**src/rtl/alu_pkg.sv**
```systemverilog
`timescale 1ns/1ps
package alu_pkg;
  typedef enum logic [2:0] {
    OP_ADD = 3'd0,
    OP_ADC = 3'd1,
    OP_SUB = 3'd2,
    OP_SBB = 3'd3,
    OP_AND = 3'd4,
    OP_OR  = 3'd5,
    OP_XOR = 3'd6,
    OP_CMP = 3'd7
  } alu_op_e;

  localparam int STAT_W = 16;
  localparam int CF_B = 0;
  localparam int PF_B = 2;
  localparam int AF_B = 4;
  localparam int ZF_B = 6;
  localparam int SF_B = 7;
  localparam int TF_B = 8;
  localparam int IF_B = 9;
  localparam int DF_B = 10;
  localparam int OF_B = 11;
  localparam int CTL_N = 3;

  typedef struct packed {
    logic of;
    logic sf;
    logic zf;
    logic af;
    logic pf;
    logic cf;
  } cond_t;
endpackage

```
**src/rtl/alu_arith.sv**
```systemverilog
`timescale 1ns/1ps
module alu_arith
  import alu_pkg::*;
#(
  parameter int DATA_W = 16
) (
  input  alu_op_e             op,
  input  logic                word,
  input  logic [DATA_W-1:0]   a,
  input  logic [DATA_W-1:0]   b,
  input  logic                cf_in,
  output logic [DATA_W-1:0]   res,
  output logic [DATA_W-1:0]   flag_res,
  output logic                cf,
  output logic                af,
  output logic                of,
  output logic                is_logic
);
  localparam int HALF = DATA_W / 2;

  logic              sub, use_c, cin;
  logic [DATA_W-1:0] bx, lres, ares;
  logic [DATA_W:0]   sum_w;
  logic [HALF:0]     sum_b;
  logic [4:0]        nib;
  logic              a_m, b_m, r_m;

  always_comb begin
    sub      = (op == OP_SUB) || (op == OP_SBB) || (op == OP_CMP);
    use_c    = (op == OP_ADC) || (op == OP_SBB);
    is_logic = (op == OP_AND) || (op == OP_OR) || (op == OP_XOR);
    bx       = sub ? ~b : b;
    cin      = use_c ? (cf_in ^ sub) : sub;
    sum_w    = {1'b0, a} + {1'b0, bx} + {{DATA_W{1'b0}}, cin};
    sum_b    = {1'b0, a[HALF-1:0]} + {1'b0, bx[HALF-1:0]} + {{HALF{1'b0}}, cin};
    nib      = {1'b0, a[3:0]} + {1'b0, bx[3:0]} + {4'b0, cin};
    ares     = word ? sum_w[DATA_W-1:0] : {{HALF{1'b0}}, sum_b[HALF-1:0]};
    a_m      = word ? a[DATA_W-1]  : a[HALF-1];
    b_m      = word ? bx[DATA_W-1] : bx[HALF-1];
    r_m      = word ? ares[DATA_W-1] : ares[HALF-1];
    cf       = (word ? sum_w[DATA_W] : sum_b[HALF]) ^ sub;
    af       = nib[4] ^ sub;
    of       = (a_m == b_m) && (r_m != a_m);
    unique case (op)
      OP_AND:  lres = a & b;
      OP_OR:   lres = a | b;
      default: lres = a ^ b;
    endcase
    if (!word) lres[DATA_W-1:HALF] = '0;
    flag_res = is_logic ? lres : ares;
    res      = (op == OP_CMP) ? '0 : flag_res;
  end
endmodule

```
**src/rtl/alu_condflags.sv**
```systemverilog
`timescale 1ns/1ps
module alu_condflags
  import alu_pkg::*;
#(
  parameter int DATA_W = 16
) (
  input  logic [DATA_W-1:0] flag_res,
  input  logic              word,
  input  logic              cf,
  input  logic              af,
  input  logic              of,
  input  logic              is_logic,
  input  logic              af_old,
  output cond_t             cond
);
  localparam int HALF = DATA_W / 2;

  always_comb begin
    cond.pf = ~^flag_res[7:0];
    cond.zf = word ? (flag_res == '0) : (flag_res[HALF-1:0] == '0);
    cond.sf = word ? flag_res[DATA_W-1] : flag_res[HALF-1];
    cond.cf = is_logic ? 1'b0 : cf;
    cond.of = is_logic ? 1'b0 : of;
    cond.af = is_logic ? af_old : af;
  end
endmodule

```
**src/rtl/alu_flagreg.sv**
```systemverilog
`timescale 1ns/1ps
module alu_flagreg
  import alu_pkg::*;
(
  input  logic              clk,
  input  logic              rst_n,
  input  logic              we,
  input  cond_t             cond,
  input  logic [CTL_N-1:0]  ctl_set,
  input  logic [CTL_N-1:0]  ctl_clr,
  output logic [STAT_W-1:0] flags
);
  logic [STAT_W-1:0] flags_q, flags_d;
  logic [CTL_N-1:0]  ctl_q, ctl_d;
  cond_t             cond_q, cond_d;

  always_comb begin
    cond_d = we ? cond : cond_q;
    for (int i = 0; i < CTL_N; i++) begin
      if (ctl_clr[i])      ctl_d[i] = 1'b0;
      else if (ctl_set[i]) ctl_d[i] = 1'b1;
      else                 ctl_d[i] = ctl_q[i];
    end
  end

  always_ff @(posedge clk or negedge rst_n) begin
    if (!rst_n) begin
      cond_q <= '0;
      ctl_q  <= '0;
    end else begin
      cond_q <= cond_d;
      ctl_q  <= ctl_d;
    end
  end

  always_comb begin
    flags_q       = '0;
    flags_q[CF_B] = cond_q.cf;
    flags_q[PF_B] = cond_q.pf;
    flags_q[AF_B] = cond_q.af;
    flags_q[ZF_B] = cond_q.zf;
    flags_q[SF_B] = cond_q.sf;
    flags_q[OF_B] = cond_q.of;
    flags_q[TF_B] = ctl_q[0];
    flags_q[IF_B] = ctl_q[1];
    flags_q[DF_B] = ctl_q[2];
    flags         = flags_q;
  end

  // Condition bits hold when no update is requested
  assert_hold_R8: assert property (@(posedge clk) disable iff (!rst_n)
    !we |=> $stable({flags[OF_B], flags[SF_B], flags[ZF_B], flags[AF_B], flags[PF_B], flags[CF_B]}));

  // Control bits move only under a strobe
  assert_ctl_hold_R9: assert property (@(posedge clk) disable iff (!rst_n)
    (ctl_set == '0 && ctl_clr == '0) |=> $stable(flags[DF_B:TF_B]));

  // Clear has priority over set
  assert_ctl_clr_R9: assert property (@(posedge clk) disable iff (!rst_n)
    (ctl_clr[1]) |=> !flags[IF_B]);
endmodule

```
**src/rtl/alu_core.sv**
```systemverilog
`timescale 1ns/1ps
module alu_core
  import alu_pkg::*;
#(
  parameter int DATA_W = 16
) (
  input  logic              clk,
  input  logic              rst_n,
  input  logic [2:0]        op_i,
  input  logic              word_i,
  input  logic [DATA_W-1:0] a_i,
  input  logic [DATA_W-1:0] b_i,
  input  logic              flag_we_i,
  input  logic [2:0]        ctl_set_i,
  input  logic [2:0]        ctl_clr_i,
  output logic [DATA_W-1:0] result_o,
  output logic [15:0]       flags_o
);
  localparam int HALF = DATA_W / 2;

  logic              rs_q1, rs_q2;
  alu_op_e           op;
  logic [DATA_W-1:0] flag_res;
  logic              a_cf, a_af, a_of, is_logic;
  cond_t             cond;

  always_ff @(posedge clk or negedge rst_n) begin
    if (!rst_n) begin
      rs_q1 <= 1'b0;
      rs_q2 <= 1'b0;
    end else begin
      rs_q1 <= 1'b1;
      rs_q2 <= rs_q1;
    end
  end

  assign op = alu_op_e'(op_i);

  alu_arith #(.DATA_W(DATA_W)) u_arith (
    .op(op), .word(word_i), .a(a_i), .b(b_i), .cf_in(flags_o[CF_B]),
    .res(result_o), .flag_res(flag_res), .cf(a_cf), .af(a_af), .of(a_of),
    .is_logic(is_logic)
  );

  alu_condflags #(.DATA_W(DATA_W)) u_cond (
    .flag_res(flag_res), .word(word_i), .cf(a_cf), .af(a_af), .of(a_of),
    .is_logic(is_logic), .af_old(flags_o[AF_B]), .cond(cond)
  );

  alu_flagreg u_freg (
    .clk(clk), .rst_n(rs_q2), .we(flag_we_i), .cond(cond),
    .ctl_set(ctl_set_i), .ctl_clr(ctl_clr_i), .flags(flags_o)
  );

  // Logical ops clear CF/OF and keep AF
  assert_logic_flags_R6: assert property (@(posedge clk) disable iff (!rs_q2)
    (flag_we_i && is_logic) |=> (!flags_o[CF_B] && !flags_o[OF_B] &&
                                 flags_o[AF_B] == $past(flags_o[AF_B])));

  // ZF agrees with the sized result of the previous non-compare op
  assert_zero_R5: assert property (@(posedge clk) disable iff (!rs_q2)
    (flag_we_i && op != OP_CMP) |=> flags_o[ZF_B] ==
      ($past(word_i) ? ($past(result_o) == '0) : ($past(result_o[HALF-1:0]) == '0)));

  // Byte mode leaves the upper result byte empty
  assert_byte_upper_R2: assert property (@(posedge clk) disable iff (!rs_q2)
    !word_i |-> result_o[DATA_W-1:HALF] == '0);

  // Compare produces no result
  assert_cmp_zero_R7: assert property (@(posedge clk) disable iff (!rs_q2)
    (op == OP_CMP) |-> result_o == '0);

  // Undefined status bits stay zero
  assert_unused_R10: assert property (@(posedge clk) disable iff (!rs_q2)
    flag_we_i |=> (flags_o & 16'hF02A) == 16'h0);
endmodule

```
**config.mk**
```make
export PLATFORM = sky130hd
export DESIGN_NAME = alu_core
export DESIGN_NICKNAME = d
export VERILOG_FILES = /design/src/rtl/alu_pkg.sv /design/src/rtl/alu_arith.sv /design/src/rtl/alu_condflags.sv /design/src/rtl/alu_flagreg.sv /design/src/rtl/alu_core.sv
export SDC_FILE = /design/constraint.sdc
export NUM_CORES = 1
export LEC_CHECK = 0
export BUFFER_PORTS_ARGS = -buffer_cell sky130_fd_sc_hd__buf_2
export CAP_MARGIN = 40
export CORE_ASPECT_RATIO = 0.8
export CORE_UTILIZATION = 43
export DETAILED_ROUTE_END_ITERATION = 12
export PLACE_DENSITY = 0.77
export SYNTH_ARGS = -nofsm -noshare
export SYNTH_HDL_FRONTEND = slang
export SYNTH_SLANG_ARGS = --single-unit
```
**constraint.sdc**
```tcl
create_clock -name clk -period 5.39 [get_ports clk]
set_clock_uncertainty 0.2 [all_clocks]
set_input_delay 0.8085 -clock clk [delete_from_list [all_inputs] [get_ports clk]]
set_output_delay 0.8085 -clock clk [all_outputs]
set_load 0.005 [all_outputs]
```
=== Word-level counts from Yosys, hierarchy flattened ===
Cells that the tools add are included.

* $add $sub $neg: 6
* Eq/ne operators: 9
* Mux-type cells: 21
* Bitwise operators: 8
* Reductions and logical operators: 13

{| class="wikitable"
|+ Operators by type and width
! kind !! number
|-
| 16-bit 2-to-1 mux || 4
|-
| 16-bit case mux with 2 select lines || 1
|-
| 16-bit by 16-bit adder with 17-bit output || 1
|-
| 17-bit by 1-bit adder with 17-bit output || 1
|-
| 16-bit AND || 1
|-
| 16-bit logical NOT || 1
|-
| 16-bit inverter || 1
|-
| 16-bit bitwise OR || 1
|-
| 16-bit XOR || 1
|-
| 1-bit 2-to-1 mux || 15
|-
| 3-bit == test, second input constant || 4
|-
| 8-bit by 8-bit adder with 9-bit output || 1
|-
| 9-bit by 1-bit adder with 9-bit output || 1
|-
| 8-bit logical NOT || 1
|-
| 8-bit 2-to-1 mux || 1
|-
| 8-bit XNOR reduction || 1
|-
| 3-bit by 2-bit == test with 1-bit output, second input constant || 2
|-
| 2-bit nonzero test || 3
|-
| 4-bit by 4-bit adder with 5-bit output || 1
|-
| 5-bit by 1-bit adder with 5-bit output || 1
|-
| 1-bit logical OR || 5
|-
| 3-bit by 1-bit == test with 1-bit output, second input constant || 1
|-
| 1-bit XOR || 3
|-
| 2-bit AND reduction || 1
|-
| other kinds (4) || 4
|}

* Flip-flop bits (word level): 11
* Bits of input ports: 45
* Output and inout port bits: 32
* Word-level logic and storage cells: 68

=== Longest topological paths before layout ===
Gate-level depths: netlist of the first run.

* Depth after elaboration: 11
* Gate-level depth with buffers: 18
* Gate-level depth less buffers: 15

=== Hierarchy ===
Synthesis of the first run repeated with hierarchy kept, for this count alone.

* Cell total of the unflattened synthesis: 380
* Area, all modules: 2972.9 µm²

{| class="wikitable"
|+ Modules (own cells, without submodules)
! module !! instances !! cells an instance !! area an instance (µm²)
|-
| alu_arith || 1 || 325 || 2329.7
|-
| alu_flagreg || 1 || 27 || 412.9
|-
| alu_condflags || 1 || 25 || 176.4
|-
| alu_core || 1 || 3 || 53.8
|}

=== Worst setup path after synthesis of the first run ===
No wires, ideal clock.

* Path kind: input to output
* Start point: input port op_i[0]
* End point: output port result_o[12]
* Data arrival time: 4.125 ns
* Data required time: 4.382 ns
* Path slack: 0.256 ns
* Cell stages on the path: 15
* Buffers on the path: 2
* Cell sequence: buf_2 -> nand2b_1 -> nand2_1 -> clkbuf_1 -> xnor2_1 -> fa_1 -> fa_1 -> nand3_1 -> a211oi_1 -> o31a_1 -> o21a_1 -> nor2_1 -> xnor2_1 -> o221a_2 -> nor2b_1

* Longest elaborated chain between the ends: 9
* Elaborated cells on any way between the ends: 22
* Classes of those cells: add/sub: 2; eq/ne: 7; mux: 7; bitwise: 1; reduce/logical: 5

{| class="wikitable"
|+ Ends and longest elaborated chain
! item !! line !! source
|-
| start, declared || alu_core.sv:9 || <nowiki>input logic [2:0] op_i,</nowiki>
|-
| 3-bit by 2-bit == test with 1-bit output (on tied branches) || alu_arith.sv:29, alu_arith.sv:30 ||
|-
| 1-bit logical OR (2 in series) || alu_arith.sv:29 || <nowiki>sub = (op == OP_SUB) || (op == OP_SBB) || (op == OP_CMP);</nowiki>
|-
| 16-bit 2-to-1 mux or 1-bit XOR (tied branches) || alu_arith.sv:32, alu_arith.sv:33 ||
|-
| 16-bit by 16-bit adder with 17-bit output or 1-bit 2-to-1 mux (tied branches) || alu_arith.sv:34, alu_arith.sv:33 ||
|-
| 17-bit by 1-bit adder with 17-bit output || alu_arith.sv:34 || <nowiki>sum_w = {1'b0, a} + {1'b0, bx} + {{DATA_W{1'b0}}, cin};</nowiki>
|-
| 16-bit 2-to-1 mux || alu_arith.sv:37 || <nowiki>ares = word ? sum_w[DATA_W-1:0] : {{HALF{1'b0}}, sum_b[HALF-1:0]};</nowiki>
|-
| 16-bit 2-to-1 mux || alu_arith.sv:50 || <nowiki>flag_res = is_logic ? lres : ares;</nowiki>
|-
| 16-bit 2-to-1 mux * || alu_arith.sv:51 || <nowiki>res = (op == OP_CMP) ? '0 : flag_res;</nowiki>
|-
| end, declared || alu_core.sv:16 || <nowiki>output logic [DATA_W-1:0] result_o,</nowiki>
|}

Every way passes the cells marked *; elsewhere a longest branch is shown, timed or not.

=== Final worst setup path of the first run ===
* Start point: input port op_i[0]
* End point: output port result_o[13]

Same word-level chain as after synthesis.

==> results of run 1 <==
## logic make-up (layout without fill, tap and decap cells)
family                     after synthesis  after routing  share of synthesized area, %
buffers and inverters                   61            118                          9.97
and+or+nand+nor                        101            101                          18.3
AOI/OAI and AO/OA                       93             93                          23.3
xor gates and xnor gates                31             31                          9.62
other                                    2              8                         0.266
muxes                                   13             13                          4.74
adders and majority gates               53             53                          24.0
DFF                                     11             11                          9.75
## cells in the mapped netlist (3+ instances only)
master     n
o22ai_1    5
xor2_1     8
nand3_1    4
nor3_1     3
clkbuf_1   8
buf_2      3
mux2i_1   10
a22oi_1    5
dfrtp_1   11
a21oi_1   29
o211ai_1   4
nor2_1    35
ha_1      51
o21bai_1   3
a211oi_1   8
nor2b_1   16
xnor2_1   23
and4_1     3
o21ai_1    6
nand2_1   16
o21ai_0    7
inv_1     37
nand4_1    3
mux2_2     3
nand2b_1   7
buf_4      9
## sequential cells by signal (all words and copies together) (netlist names)
register / flops
u_freg.flags: 6
u_freg.ctl_q: 3
rs_q1: 1
rs_q2: 1
## per-layer routing
layer / global-route usage (%) / wire [µm]
met1: 29.1 / 3400
met2: 37.9 / 3290
met3: 2.45 / 556
met4: 4.17 / 110
met5: 0 / 0
## through the flow
step | hold WS [ns] | instance area (µm²) | util (%) | setup slack, ns
CTS | 0.151 | 3260 | 51.1 | 0.508
detailed placement | -0.0427 | 3200 | 50.2 | 0.475
finish | 0.150 | 3260 | 51.1 | 0.459
global placement | -0.0498 | 3190 | 50.1 | 0.558
global route | 0.148 | 3260 | 51.1 | 0.186
floorplan | -0.0922 | 2850 | - | 0.256
## critical path: stages
cell       delay, ns
buf_2           0.28
nand2b_1        0.18
nand2_1         0.08
buf_4           0.26
xnor2_1         0.26
ha_1            0.39
o21ai_1         0.25
o21bai_1        0.11
a2111oi_0       0.55
a211oi_1        0.11
xor2_1          0.17
o221ai_1        0.28
nor2_1          0.06
buf_2           0.14
## power by group
part / switching [mW] / total, mW / internal, mW
Sequential: 0.00685 / 0.102 / 0.0956
Combinational: 0.249 / 0.456 / 0.207
Clock: 0.0287 / 0.0804 / 0.0517
## area by class of cell
| class | count | area [µm²] | share of cell area (%) |
|---|---|---|---|
| tap | 84 | 105 | 3.23 |
| multi-input combinational | 299 | 2290 | 70.3 |
| clock buffer | 4 | 45.0 | 1.38 |
| sequential | 11 | 275 | 8.45 |
| timing repair buffer | 76 | 400 | 12.3 |
| inverter | 38 | 143 | 4.38 |
## layout by cell type, fill, tap and decap left out, types with 2 or more instances in the layout
master    Yosys  layout
a21o_1        2       2
mux2i_1      10      10
nand2b_1      7       7
conb_1        2       8
o211ai_1      4       4
o21ai_1       6       6
nor2b_1      16      16
ha_1         51      51
a21oi_1      29      29
xnor2_1      23      23
fa_1          2       2
o21bai_1      3       3
and3_1        2       2
clkbuf_8      0       3
o21ai_0       7       7
nand3_1       4       4
a211oi_1      8       8
buf_4         9       6
o22ai_1       5       5
dfrtp_1      11      11
and4_1        3       3
o21a_1        2       2
o221ai_1      2       2
inv_1        37      37
o221a_2       2       2
a31o_2        2       2
a22oi_1       5       5
xor2_1        8       8
buf_2         3      69
nor3_1        3       3
nand4_1       3       3
nor3b_1       2       2
nor2_1       35      35
mux2_2        3       3
nand2_1      16      16
## worst max-delay path by stage
stage                  from         endpoint  slack, ns  cells past startpoint
floorplan           op_i[0]     result_o[12]       0.26                     15
global placement    op_i[0]     result_o[12]       0.56                     15
detailed placement  op_i[0]  u_freg.flags[6]       0.47                     15
CTS                 op_i[0]     result_o[12]       0.51                     15
global route        op_i[0]     result_o[14]       0.19                     15
finish              op_i[0]     result_o[13]       0.46                     14
==> summary.txt, run 1 <==
Clocking
  – Number of clock sinks: 11
  – Number of buffers created by CTS: 3
  – Clock Latency Late Sink: ~0.23 ns
  – Cell chosen for the clock root: clkbuf_8
  – Maximum clock path buffer count: 2
  – Number of H-tree levels: 1
  – Clock Pin Slew Worst Setup and Hold Paths: roughly 0.05 ns
  – CTS tree: built
  – Buffer count from post-CTS setup fixing: 0
  – Number of gates resized after CTS: 0
  – Quantity of hold-fixing buffers added after cts: 1

Synthesis
  – YS warnings: 0
  – Distinct cells, synth: 64
  – Area contributors post-synth: ha_1 (23%), dfrtp_1 (9.8%), xnor2_1 (7.1%), a21oi_1 (5.1%), inv_1 (4.9%)
  – Predominant post-synthesis flop cell: dfrtp_1
  – Post-synth EDFFs: 0
  – Sequential-to-total area share from yosys stat: about a tenth
  – Per-instance average area after synthesis: 7.73 µm²
  – Portion of synthesized cell area occupied by the leading cell type: a little under a quarter
  – Post-synthesis async set-or-reset flop share: 100%
  – Syn Inst Count: ~370
  – Count of state elements after synthesis: 11
  – Synthesized area: approximately 2800 µm²
  – Largest area contributor in the netlist: ha_1

Setup path
  – Reg-to-reg critical path startpoint: u_freg.flags[0]
  – Arrival @ worst endpoint: roughly 4 ns
  – Worst path required time: 4.38 ns
  – Endpoint of the lowest-slack register-to-register path: u_freg.flags[6]
  – Type of element capturing the critical path: primary output
  – Critical path class: in2out
  – Startpoint Class: input port
  – Register-to-Register Path Depth: 13
  – R2R Setup Slk: between 1 and 1.5 ns
  – Worst-path fanout max: 17

Global routing
  – Global-route wire length before repair: 11.9 mm
  – Via count of the first global-routing pass: 2,587
  – Largest net degree at the start of global routing: 18
  – Global route total overflow: 0
  – Initial antenna violation count: 0
  – GRT Overall Usage: between 20% and 30%

Floorplan
  – Number of cell rows: 26
  – Die width: a little over 90 µm
  – Effective utilization at floorplan: 44.3%
  – Core Footprint: ~6400 µm²
  – DIE HEIGHT: between 70 and 80 µm
  – Die footprint: 6890 µm²
  – Top Ports: 77

Placement
  – Final weighted congestion in routability-driven placement: around 0.95
  – Number of port buffers: a little under 70
  – DP Wirelength: a little over 6 mm
  – Cell count after placement: around 510

Layout
  – Area growth from synthesis to final layout: 15.4%
  – Final cell count without fillers: a little over 500
  – Ant diodes: 0
  – Number of nets in the layout: 527
  – Ratio of cells with drive above 1 in the final layout: a little over a fifth
  – Fill count: between 600 and 700

Status
  – Result of the run: complete, no violations

Route
  – Vias post-DR: roughly 2,800
  – Via count normalized by instance count: 5.54
  – Drt initial violations: 221
  – Number of search-and-repair iterations in the first detailed-routing pass: 5
  – Drc violations: 0
  – Final wirelength: 7.36 mm
  – Routed length per instance: 14.4 µm
  – Antenna viol nets, final: 0

Timing
  – Worst relative slew slack: between 50 and 60%
  – Highest clock frequency the design can meet: a little over 200 MHz
  – Setup violations, final: 0
  – Number of hold violations in the final report: 0
  – Shortest period the worst path allows: around 4.9 ns
  – Total negative slack: 0 ns
  – Final-report max-slew violation count: 0
  – Transition time at the pin with the least slew margin: a little over 0.6 ns
  – Unrepaired setup endpoints after global routing: false
  – Final worst path period share: 91.5%

Power and ir drop
  – IR drop worst, VDD: ~0.069 mV
  – Sum of internal, switching and leakage power: ~0.64 mW
  – Standby leakage power: between 1.5 and 2 nW
  – Total power divided by cell area: approximately 200 nW/µm²

Flow run
  – Max-capacitance violation count: 0

Worst hold path
  – Type of the tightest min-delay check: in2async
(Power assumes the default switching activity.)
==> run 2: changes to the inputs <==
--- a/config.mk
+++ b/config.mk
@@ -10,7 +10,7 @@
 export CORE_ASPECT_RATIO = 0.8
 export CORE_UTILIZATION = 43
 export DETAILED_ROUTE_END_ITERATION = 12
-export PLACE_DENSITY = 0.77
+export PLACE_DENSITY = 0.79
 export SYNTH_ARGS = -nofsm -noshare
 export SYNTH_HDL_FRONTEND = slang
 export SYNTH_SLANG_ARGS = --single-unit
==> constraint.sdc (replaced) <==
create_clock -name clk -period 4.1 [get_ports clk]
set_clock_uncertainty 0.2 [all_clocks]
set_input_delay 0.615 -clock clk [delete_from_list [all_inputs] [get_ports clk]]
set_output_delay 0.615 -clock clk [all_outputs]
set_load 0.005 [all_outputs]
==> summary.txt, run 2 (synthesized netlist as in run 1, its figures left out) <==
Status
  – Result of the run: finished, violations left
  – Violated checks: negative setup slack

Clocking
  – Number of buffers created by CTS: 3
  – Number of H-tree levels: 1
  – Clock Latency Late Sink: roughly 0.23 ns
  – Cell chosen for the clock root: clkbuf_8
  – Maximum clock path buffer count: 2
  – Number of clock sinks: 11
  – Clock Pin Slew Worst Setup and Hold Paths: approximately 0.05 ns
  – CTS tree: built

Global routing
  – Initial antenna violation count: 0
  – Largest net degree at the start of global routing: 17
  – Via count of the first global-routing pass: approximately 3,000
  – Global route total overflow: 0
  – Global-route wire length before repair: 13.7 mm
  – GRT Overall Usage: around a quarter

Setup path
  – R2R Setup Slk: roughly 0.2 ns
  – Startpoint Class: input port
  – Reg-to-reg critical path startpoint: u_freg.flags[0]
  – Register-to-Register Path Depth: 15
  – Critical path class: in2out
  – Endpoint of the lowest-slack register-to-register path: u_freg.flags[6]
  – Type of element capturing the critical path: primary output
  – Worst path required time: between 3 and 4 ns
  – Worst-path fanout max: 7
  – Arrival @ worst endpoint: 3.34 ns

Route
  – Drc violations: 0
  – Routed length per instance: 15.0 µm
  – Via count normalized by instance count: 5.44
  – Final wirelength: about 8.4 mm
  – Number of search-and-repair iterations in the first detailed-routing pass: 5
  – Drt initial violations: approximately 260
  – Vias post-DR: between 3,000 and 4,000
  – Antenna viol nets, final: 0

Power and ir drop
  – IR drop worst, VDD: around 0.14 mV
  – Sum of internal, switching and leakage power: 0.992 mW
  – Total power divided by cell area: approximately 260 nW/µm²
  – Standby leakage power: 1.98 nW

Timing
  – Transition time at the pin with the least slew margin: approximately 0.65 ns
  – Final worst-path setup slack: -0.0559 ns
  – Final Hold Slack: roughly 0.16 ns
  – Shortest period the worst path allows: ~4.2 ns
  – Final-report max-slew violation count: 0
  – Unrepaired setup endpoints after global routing: true
  – Worst relative slew slack: between 50% and 60%
  – Final worst path period share: 101%
  – Number of hold violations in the final report: 0
  – Setup violations, final: 1
  – Highest clock frequency the design can meet: between 200 and 250 MHz

Worst hold path
  – Worst min-delay path endpoint: rs_q2
  – Worst hold path cell count: 0
  – Type of the tightest min-delay check: reg2reg
  – Worst hold start: rs_q1

Layout
  – Number of nets in the layout: a little under 600
  – Ant diodes: 0
  – Ratio of cells with drive above 1 in the final layout: 35.4%
  – Final cell count without fillers: 564
  – Most frequent cells in the layout: buf_2 (67), buf_4 (55), ha_1 (50)
  – Area growth from synthesis to final layout: 36.3%
  – Summed area of non-filler cells in the final layout: around 3800 µm²
  – Number of flip-flops under the largest register name: 6
  – Most common cell after layout, fill and taps aside: buf_2

Floorplan
  – Die width: 92.6 µm
  – DIE HEIGHT: 74.5 µm
  – Top Ports: 77
  – Number of cell rows: 26
  – Core Footprint: ~6400 µm²
  – Die footprint: between 6000 and 7000 µm²
  – Effective utilization at floorplan: 44.3%

Placement
  – DP Wirelength: 6.97 mm
  – Final weighted congestion in routability-driven placement: around 0.96
  – Total placed instance area: around 3600 µm²
  – Cell count after placement: around 560
  – Number of port buffers: between 60 and 70

Flow run
  – Max-capacitance violation count: 0
run 2: changes by cell type in the layout (fill, tap and decap cells not counted), sizes merged:
cell / change
clkbuf: -1
buf: +51
dlygate4sd3: +1
clkinv: +1
run 2: cell type report:
| class | instances | area [µm²] |
|---|---|---|
| Inverter | 38 | 143 |
| Sequential cell | 11 | 275 |
| Tap cell | 84 | 105 |
| Clock buffer | 3 | 41.3 |
| Multi-Input combinational cell | 299 | 2450 |
| Timing Repair Buffer | 128 | 830 |
| Fill cell | 593 | 2530 |
| Clock inverter | 1 | 5.00 |
run 2: per-layer routing:
metal	GRT usage, %	share of wire [%]	up-vias
met1	33.0	44	1451
met3	3.27	8.2	14
met4	6.77	1.5	0
met5	0	0	-
li1	-	-	1487
met2	43.4	46	117
run 2: worst max path at each step:
stage	start	to	slack, ns	cells past startpoint
after floorplan	op_i[1]	result_o[12]	0.009	15
after global placement	op_i[0]	result_o[13]	-0.11	15
after detailed placement	op_i[0]	result_o[13]	-0.08	15
after CTS	op_i[0]	result_o[12]	-0.003	17
after global routing	op_i[0]	result_o[12]	-0.15	15
final	op_i[1]	result_o[12]	-0.06	15
run 2: through the flow:
stage | worst slack, ns | TNS [ns] | utilization [%]
after global placement | -0.109 | -0.131 | 56.8
after floorplan | 0.00917 | 0 | -
after detailed placement | -0.0799 | -0.191 | 56.8
after CTS | -0.00268 | -0.00268 | 58.1
after global routing | -0.154 | -0.305 | 60.3
final | -0.0559 | -0.0559 | 60.3
run 2: repair_timing:
item                                    CTS  global route
gates resized for setup                   5            28
setup buffers                             0             3
hold endpoints to repair                 11             0
hold buffers                              2             0
pin swaps                                 2            13
endpoints found under the setup margin    2             7
run 2: critical path, stage by stage:
cell and delay (ns):
buf_8 0.12, nand2_1 0.09, a21oi_1 0.04, o21bai_2 0.21
fa_2 0.43, fa_2 0.43, nand3_4 0.10, a211oi_4 0.07
o31a_1 0.30, o21a_1 0.20, nor2_2 0.10, xnor2_1 0.08
o221a_2 0.29, nor2b_4 0.12, buf_2 0.12
run 2: power breakdown:
| part | internal (mW) | switching, mW | total [mW] |
|---|---|---|---|
| clock network | 0.0666 | 0.0392 | 0.106 |
| registers | 0.126 | 0.0101 | 0.136 |
| logic | 0.377 | 0.373 | 0.751 |
| total | 0.569 | 0.423 | 0.992 |
==> run 3: changes to the inputs <==
--- a/config.mk
+++ b/config.mk
@@ -6,11 +6,14 @@
 export NUM_CORES = 1
 export LEC_CHECK = 0
 export BUFFER_PORTS_ARGS = -buffer_cell sky130_fd_sc_hd__buf_2
-export CAP_MARGIN = 40
+export CAP_MARGIN = 20
+export CELL_PAD_IN_SITES_DETAIL_PLACEMENT = 2
+export CELL_PAD_IN_SITES_GLOBAL_PLACEMENT = 2
 export CORE_ASPECT_RATIO = 0.8
-export CORE_UTILIZATION = 43
+export CORE_UTILIZATION = 27
 export DETAILED_ROUTE_END_ITERATION = 12
-export PLACE_DENSITY = 0.79
+export PLACE_DENSITY = 0.86
+export REMOVE_ABC_BUFFERS = 1
 export SYNTH_ARGS = -nofsm -noshare
 export SYNTH_HDL_FRONTEND = slang
 export SYNTH_SLANG_ARGS = --single-unit
==> summary.txt, run 3 (synthesized netlist as in run 1, its figures left out) <==
Clocking
  – Cell chosen for the clock root: clkbuf_16
  – Number of buffers created by CTS: 3
  – CTS tree: built
  – Maximum clock path buffer count: 2
  – Number of H-tree levels: 1
  – Clock Latency Late Sink: 0.24 ns
  – Clock Pin Slew Worst Setup and Hold Paths: ~0.04 ns
  – Number of clock sinks: 11

Floorplan
  – Effective utilization at floorplan: around 29%
  – Die footprint: 10,900 µm²
  – DIE HEIGHT: about 93 µm
  – Core Footprint: around 9900 µm²
  – Top Ports: just under 80
  – Die width: 116 µm
  – Number of cell rows: 32

Setup path
  – Number of buffer and inverter instances along the worst setup path: 5
  – Crit path max-delay cell type: o311ai_4
  – Startpoint Class: input port
  – Worst-path cell chain: buf_8, nand2b_4, nand2_4, buf_6, buf_12, xnor2_2, ha_4, a211oi_4, buf_4, nor2_2, o311ai_4, a311o_1, nand3_2, o211ai_1, nor2_1, buf_2
  – Arrival @ worst endpoint: between 3 and 4 ns
  – Largest stage delay on the critical path: between 0.3 and 0.4 ns
  – Type of element capturing the critical path: primary output
  – Worst-path fanout max: 7
  – Critical path class: in2out
  – Worst path required time: between 3 and 4 ns
  – Top Family by Delay on Critical Path: compound AO/OA/AOI/OAI gates

Global routing
  – Initial antenna violation count: 1
  – Global route total overflow: 0
  – Global-route wire length before repair: 21.5 mm
  – Via count of the first global-routing pass: around 4,000
  – GRT Overall Usage: 25.9%
  – Largest net degree at the start of global routing: 22

Power and ir drop
  – Total power divided by cell area: around 310 nW/µm²
  – IR drop worst, VDD: between 0.1 and 0.15 mV
  – Standby leakage power: 2.16 nW

Route
  – Drc violations: 0
  – Number of search-and-repair iterations in the first detailed-routing pass: 4
  – Antenna viol nets, final: 0
  – Via count normalized by instance count: 5.50
  – Vias post-DR: 3,554
  – Routed length per instance: 26.2 µm
  – Drt initial violations: 201
  – Final wirelength: ~17 mm

Timing
  – Shortest period the worst path allows: 4.49 ns
  – Unrepaired setup endpoints after global routing: true
  – Final-report max-slew violation count: 0
  – Number of hold violations in the final report: 0
  – Transition time at the pin with the least slew margin: ~0.87 ns
  – Worst relative slew slack: roughly two fifths
  – Final worst path period share: 110%
  – Setup violations, final: 12
  – Highest clock frequency the design can meet: about 220 MHz
  – Total negative slack: -2.27 ns
  – Final Hold Slack: ~0.15 ns
  – Final worst-path setup slack: -0.393 ns

Layout
  – Most common cell after layout, fill and taps aside: buf_4
  – Post-Route Utilization: between 40% and 50%
  – Ratio of cells with drive above 1 in the final layout: between 40% and 50%
  – Number of flip-flops under the largest register name: 6
  – Number of nets in the layout: 608
  – Area growth from synthesis to final layout: 52.6%
  – Most frequent cells in the layout: buf_4 (80), buf_2 (67), ha_1 (46)
  – Final cell count without fillers: 646

Placement
  – Final weighted congestion in routability-driven placement: 0.828
  – Number of port buffers: 69
  – DP Wirelength: about 10 mm
  – Cell count after placement: between 600 and 700

Status
  – Violated checks: negative setup slack
  – Result of the run: finished, violations left

Worst hold path
  – Type of the tightest min-delay check: reg2reg

Flow run
  – Max-capacitance violation count: 0
==> run 3: layout make-up <==
cell class / instances / area (µm²)
multi-input cells: 299 / 2580
clock buffers: 4 / 78.8
fillers: 1133 / 5580
diodes: 1 / 2.50
flip-flops and latches: 11 / 275
repair buffers: 157 / 1060
well taps: 136 / 170
inverters: 38 / 143
==> run 3: stage by stage <==
| step | power [mW] | area [µm²] | setup WS [ns] |
|---|---|---|---|
| 2_1_floorplan | 0.541 | 2710 | -0.317 |
| 3_3_place_gp | 0.834 | 3670 | -0.275 |
| 3_5_place_dp | 0.896 | 3670 | -0.533 |
| 4_1_cts | 1.13 | 3970 | -0.173 |
| 5_1_grt | 1.37 | 4310 | -0.433 |
| 6_report | 1.32 | 4310 | -0.393 |
==> run 3: path summary, 6_finish.rpt <==
check / to / startpoint / slack (ns) / cells after the start
worst max-delay path: result_o[15] / op_i[0] / -0.39 / 16
worst min-delay path: rs_q2 / rs_q1 / 0.15 / 0
worst max register to register: u_freg.flags[6] / u_freg.flags[0] / -0.05 / 15
worst min register to register: rs_q2 / rs_q1 / 0.15 / 0
max in group asynchronous: u_freg.flags[0] / rs_q2 / 2.86 / 1
min in group asynchronous: rs_q2 / rst_n / 0.50 / 2
==> run 3: what timing repair did <==
action / in CTS / in global routing
gates resized for setup: 32 / 38
hold endpoints to repair: 11 / 0
setup buffers: 11 / 18
endpoints found under the setup margin: 12 / 13
gates cloned: 0 / 0
hold buffers: 2 / 0
pin swaps: 21 / 33
==> run 3: power by group <==
| group | switching, mW | internal [mW] | total, mW | leakage [nW] |
|---|---|---|---|---|
| clock | 0.0497 | 0.131 | 0.180 | 0.0382 |
| combinational | 0.546 | 0.460 | 1.01 | 1.99 |
| sequential | 0.00982 | 0.126 | 0.136 | 0.136 |
| total | 0.606 | 0.717 | 1.32 | 2.16 |
==> run 3: layer usage <==
layer  vias to the layer above  wire length, µm  GRT usage (%)
li1                       1548                -              -
met4                         0              778           10.1
met5                         -                0              0
met1                      1783             6940           30.3
met3                        63              856           2.14
met2                       160             8350           48.2
